**src/rtl/cfg_serial_pkg.sv**
```systemverilog
package cfg_serial_pkg;
   typedef enum logic [1:0] {
      PH_CMD   = 2'd0,
      PH_WRITE = 2'd1,
      PH_READ  = 2'd2
   } cfg_phase_e;
endpackage

```
**src/rtl/cfg_sync.sv**
```systemverilog
module cfg_sync #(
   parameter int WIDTH  = 1,
   parameter int STAGES = 2
) (
   input  logic             clk,
   input  logic             rst,
   input  logic [WIDTH-1:0] d_i,
   output logic [WIDTH-1:0] q_o
);
   generate
      if (STAGES < 2) begin : g_bad_stages
         $error("cfg_sync: STAGES must be at least 2");
      end
      if (WIDTH < 1) begin : g_bad_width
         $error("cfg_sync: WIDTH must be at least 1");
      end
   endgenerate

   logic [WIDTH-1:0] chain [STAGES];

   generate
      for (genvar s = 0; s < STAGES; s++) begin : g_stage
         if (s == 0) begin : g_first
            always_ff @(posedge clk) begin
               if (rst) chain[s] <= '0;
               else     chain[s] <= d_i;
            end
         end else begin : g_next
            always_ff @(posedge clk) begin
               if (rst) chain[s] <= '0;
               else     chain[s] <= chain[s-1];
            end
         end
      end
   endgenerate

   assign q_o = chain[STAGES-1];
endmodule

```
**src/rtl/cfg_edge_det.sv**
```systemverilog
module cfg_edge_det (
   input  logic clk,
   input  logic rst,
   input  logic lvl_i,
   output logic rise_o
);
   logic lvl_q;

   always_ff @(posedge clk) begin
      if (rst) lvl_q <= 1'b0;
      else     lvl_q <= lvl_i;
   end

   assign rise_o = lvl_i & ~lvl_q;
endmodule

```
**src/rtl/cfg_regbank.sv**
```systemverilog
module cfg_regbank #(
   parameter int REG_COUNT = 8,
   parameter int DATA_W    = 8,
   localparam int IDX_W    = $clog2(REG_COUNT)
) (
   input  logic                        clk,
   input  logic                        rst,
   input  logic                        wr_en,
   input  logic [IDX_W-1:0]            wr_idx,
   input  logic [DATA_W-1:0]           wr_data,
   input  logic [IDX_W-1:0]            rd_idx,
   output logic [DATA_W-1:0]           rd_data,
   output logic [REG_COUNT*DATA_W-1:0] flat_o
);
   logic [DATA_W-1:0] bank [REG_COUNT];

   generate
      for (genvar r = 0; r < REG_COUNT; r++) begin : g_reg
         always_ff @(posedge clk) begin
            if (rst)
               bank[r] <= '0;
            else if (wr_en && (wr_idx == IDX_W'(r)))
               bank[r] <= wr_data;
         end
         assign flat_o[r*DATA_W +: DATA_W] = bank[r];
      end
   endgenerate

   assign rd_data = bank[rd_idx];
endmodule

```
**src/rtl/cfg_serial_port.sv**
```systemverilog
module cfg_serial_port
   import cfg_serial_pkg::*;
#(
   parameter int REG_COUNT   = 8,
   parameter int DATA_W      = 8,
   parameter int SYNC_STAGES = 2
) (
   input  logic                        clk,
   input  logic                        rst,
   input  logic                        sel_i,
   input  logic                        sclk_i,
   input  logic                        sdat_i,
   output logic                        sdat_o,
   output logic                        sdat_oe,
   output logic [REG_COUNT*DATA_W-1:0] regs_o
);
   localparam int IDX_W = $clog2(REG_COUNT);
   localparam int CNT_W = $clog2(DATA_W);
   localparam logic [CNT_W-1:0] LAST_BIT = CNT_W'(DATA_W - 1);

   generate
      if (REG_COUNT < 2 || (REG_COUNT & (REG_COUNT - 1)) != 0) begin : g_bad_count
         $error("cfg_serial_port: REG_COUNT must be a power of two, at least 2");
      end
      if (DATA_W < 4 || IDX_W > DATA_W - 1) begin : g_bad_width
         $error("cfg_serial_port: DATA_W too small for command layout");
      end
   endgenerate

   // synchronised inputs: {select, clock, data}
   logic [2:0] sync_q;
   logic       sel_s, sclk_s, sdat_s, sclk_rise;

   cfg_sync #(.WIDTH(3), .STAGES(SYNC_STAGES)) u_sync (
      .clk (clk),
      .rst (rst),
      .d_i ({sel_i, sclk_i, sdat_i}),
      .q_o (sync_q)
   );
   assign {sel_s, sclk_s, sdat_s} = sync_q;

   cfg_edge_det u_edge (
      .clk    (clk),
      .rst    (rst),
      .lvl_i  (sclk_s),
      .rise_o (sclk_rise)
   );

   cfg_phase_e        phase;
   logic [CNT_W-1:0]  bit_cnt;
   logic [DATA_W-2:0] shreg;
   logic [IDX_W-1:0]  idx;
   logic [DATA_W-1:0] byte_in, rd_data;
   logic              byte_last, wr_en, rd_bit;

   assign byte_in   = {shreg, sdat_s};
   assign byte_last = (bit_cnt == LAST_BIT);
   assign wr_en     = sel_s && sclk_rise && (phase == PH_WRITE) && byte_last;
   assign rd_bit    = rd_data[LAST_BIT - bit_cnt];

   cfg_regbank #(.REG_COUNT(REG_COUNT), .DATA_W(DATA_W)) u_bank (
      .clk     (clk),
      .rst     (rst),
      .wr_en   (wr_en),
      .wr_idx  (idx),
      .wr_data (byte_in),
      .rd_idx  (idx),
      .rd_data (rd_data),
      .flat_o  (regs_o)
   );

   always_ff @(posedge clk) begin
      if (rst) begin
         phase   <= PH_CMD;
         bit_cnt <= '0;
         shreg   <= '0;
         idx     <= '0;
         sdat_o  <= 1'b0;
         sdat_oe <= 1'b0;
      end else if (!sel_s) begin
         phase   <= PH_CMD;
         bit_cnt <= '0;
         shreg   <= '0;
         sdat_o  <= 1'b0;
         sdat_oe <= 1'b0;
      end else if (sclk_rise) begin
         bit_cnt <= byte_last ? '0 : bit_cnt + 1'b1;
         case (phase)
            PH_CMD: begin
               shreg <= byte_in[DATA_W-2:0];
               if (byte_last) begin
                  idx   <= byte_in[IDX_W-1:0];
                  phase <= byte_in[DATA_W-1] ? PH_READ : PH_WRITE;
               end
            end
            PH_WRITE: begin
               shreg <= byte_in[DATA_W-2:0];
               if (byte_last) idx <= idx + 1'b1;
            end
            PH_READ: begin
               sdat_o  <= rd_bit;
               sdat_oe <= 1'b1;
               if (byte_last) idx <= idx + 1'b1;
            end
            default: phase <= PH_CMD;
         endcase
      end
   end
endmodule


```
**config.mk**
```make
export PLATFORM = sky130hd
export DESIGN_NAME = cfg_serial_port
export DESIGN_NICKNAME = d
export VERILOG_FILES = /design/src/rtl/cfg_serial_pkg.sv /design/src/rtl/cfg_sync.sv /design/src/rtl/cfg_edge_det.sv /design/src/rtl/cfg_regbank.sv /design/src/rtl/cfg_serial_port.sv
export SDC_FILE = /design/constraint.sdc
export NUM_CORES = 1
export LEC_CHECK = 0
export BUFFER_PORTS_ARGS = -buffer_cell sky130_fd_sc_hd__buf_2
export CORE_ASPECT_RATIO = 2
export CORE_MARGIN = 2
export CORE_UTILIZATION = 56
export DETAILED_ROUTE_END_ITERATION = 6
export GPL_TIMING_DRIVEN = 1
export HOLD_SLACK_MARGIN = 0.06
export PLACE_DENSITY_LB_ADDON = 0.2
export SLEW_MARGIN = 20
export SYNTH_ARGS = -nofsm -noshare
export SYNTH_HDL_FRONTEND = slang
export SYNTH_HIERARCHICAL = 1
export SYNTH_SLANG_ARGS = --single-unit
```
**constraint.sdc**
```tcl
create_clock -name clk -period 2.5 [get_ports clk]
set_input_delay 0.375 -clock clk [delete_from_list [all_inputs] [get_ports clk]]
set_output_delay 0.375 -clock clk [all_outputs]
set_load 0.03 [all_outputs]
```
==> run metrics <==
status=completed; Placed Instances=455; post-route ant nets=0; drt wl/cell=21.62 um; initial core utilization=58.27%; final non-filler cell total=around 470; Buf/Inv on CP=1; post-synthesis sequential area ratio=59.41%; r2r startpoint=idx[0]; TritonCTS clock tree=built; synth unique cells=35; fin crit period=2.275 ns; Pre-antenna DRT Iters=4; Hold Crit Class=input port to flip-flop; Syn Area/Cell=13.71 um^2; Via-to-Cell Ratio=about 6; WL final=10,180 um; Slew HR=41.54%; final setup fails=0; CTS Sinks=88; Reg2Reg Setup Slack=0.23 ns; first-pass GRT wire length=15,180 um; largest net degree at the start of global routing=33; vias in the first global route=slightly below 3,000; Core Region=6940 um^2; initial antenna violation count=0; CP cell instances=buf_4 -> mux4_1 -> mux2_2 -> mux2i_1 -> mux4_2 -> a311oi_1; Antenna diodes=0; CP endpoint kind=flip-flop; hold path startpoint=sclk_i; Worst Path Required=2.69 ns; drt initial violations=124; power per cell area=664.5 nW/um^2; width of the die=64.09 um; CTS Hold Buffers Added=0; crit start category=flip-flop; fin nets=between 300 and 400; crit-path max cell delay=0.62 ns; Port-buffer cells=70; Worst path slowest cell=mux4_1; reg-to-reg endpoint=sdat_o; clk root buf=clkbuf_16; setup TNS=0 ns; Maximum Capacitance Violations=0; layout cells sized above 1=32.81%; Final Util=69.98%; Least-Margin Pin Slew=0.8750 ns; htree depth=3; RSZ-0062 raised after global routing=false; clk_lat worst skew=0.34 ns; Hold Fails Final Rpt=0; synthesis-stage register bit count=88; EDFF count, synth=64; Post-CTS Resized=0; total number of vias=2,840; Synth Flop Type=edfxtp_1; cell depth of the worst hold path=2; num rows=43; Period Utilization, post-route=91.00%; Top delay family on crit path=multiplexers; Max Freq=439.6 MHz; Remaining Overflow, GRT=0; CTS clk-pin slew, worst paths=0.06 ns; I/O pin cnt=71; P&R area growth vs syn=20.11%; clk_skew=0.004974 ns; Syn Nets=306; r2r worst-path depth=6; max-slew violation count=0; DIE HEIGHT=124.2 um; crit path kind=flip-flop to flip-flop; most frequent cells in the layout=buf_2 (70), nor3_1 (64), edfxtp_1 (64); Pleak=1.724 nW; Tot GR Track Use=a little over a quarter; CTS Buf Count=9; Crit Path Max Fanout=16; most common cell after layout, fill and taps aside=buf_2; Residual DRC=0; Critical Path AT=2.47 ns; asr flop ratio synth=0%; HPWL Detailed=approximately 7000 um; Post-CTS Setup Repair Bufs=0; cell area after synthesis=roughly 4000 um^2; WHS Endpoint=u_sync/chain[0][1]; Post-Synthesis Cells=295; Peak supply drop=623.7 uV; die area=7958 um^2; RD Place Congestion=0.8090; Clock Path Buffers=2; Synthesis Warnings=6
-- through the flow --
step	hold WS [ns]	power (W)	setup slack [ns]	area [um^2]
6_report	0.2460	0.003228	0.2251	4857
5_1_grt	0.2660	0.003309	0.1690	4857
4_1_cts	0.2383	0.003237	0.2232	4857
3_5_place_dp	0.4403	0.001950	0.3176	4568
3_3_place_gp	0.4314	0.001946	0.3754	4568
2_1_floorplan	0.4138	0.001849	0.4648	4044
-- per-layer routing --
metal	global-route usage (%)	wire, um	share of wire [%]
met1	27.01	3474	34
met2	47.46	5508	54
met3	5.330	466	4.6
met4	21.68	732	7.2
met5	0	0	0
-- cell families after synthesis --
family,count (synthesis),share of synthesized area [%]
buffers and inverters,33,3.991
adder cells (fa/ha/maj),6,1.856
multiplexers,40,16.80
flip-flops,88,59.41
AND/OR/NAND/NOR,105,13.99
AO/OA/AOI/OAI,23,3.961
-- registers in the layout, indices dropped and copies added (netlist names) --
register and count:
u_sync/chain 6, idx 3, u_edge/lvl_q 1, sdat_oe 1, u_bank/bank 64, sdat_o 1, bit_cnt 3, phase 2
shreg 7
-- worst max path at each step --
| stage | start | to | slack, ns | cells past startpoint |
|---|---|---|---|---|
| after floorplan | idx[0] | sdat_o | 0.46 | 7 |
| after global placement | idx[0] | sdat_o | 0.38 | 6 |
| after detailed placement | idx[0] | sdat_o | 0.32 | 6 |
| after CTS | idx[0] | sdat_o | 0.22 | 6 |
| after global routing | idx[0] | sdat_o | 0.17 | 6 |
| final | idx[0] | sdat_o | 0.23 | 6 |
-- area by class of cell --
type,count,area [um^2]
clock buffers,10,229.0
flip-flops and latches,88,2402
inverters,10,37.54
multi-input cells,174,1480
repair buffers,93,535.5
fillers,489,2083
well taps,90,112.6
clock inverters,6,60.06
-- report_power, final --
part | leakage (nW) | internal, W | switching (W)
logic | 0.784 | 0.0000826 | 0.000186
clock network | 0.138 | 0.000769 | 0.000539
registers | 0.802 | 0.00162 | 0.0000323
-- synth_stat cells (7+ instances only) --
library cell | count | area share, %
nor2_1 | 13 | 1.2
edfxtp_1 | 64 | 48
clkbuf_1 | 12 | 1.1
dfxtp_1 | 24 | 12
nor2b_1 | 9 | 1.4
clkinv_1 | 8 | 0.74
mux2_2 | 8 | 2.2
o21bai_1 | 8 | 1.5
nor3_1 | 64 | 7.9
mux2i_1 | 15 | 3.7
mux4_1 | 15 | 9.7
nand2b_1 | 7 | 1.1
-- worst reg2reg max path: stages, from the launching register on --
cell	delay, ns
dfxtp_1	0.33
buf_4	0.27
mux4_1	0.63
mux2_2	0.28
mux2i_1	0.23
mux4_2	0.29
a311oi_1	0.09
No activity file was read; power rests on OpenSTA's default activity.
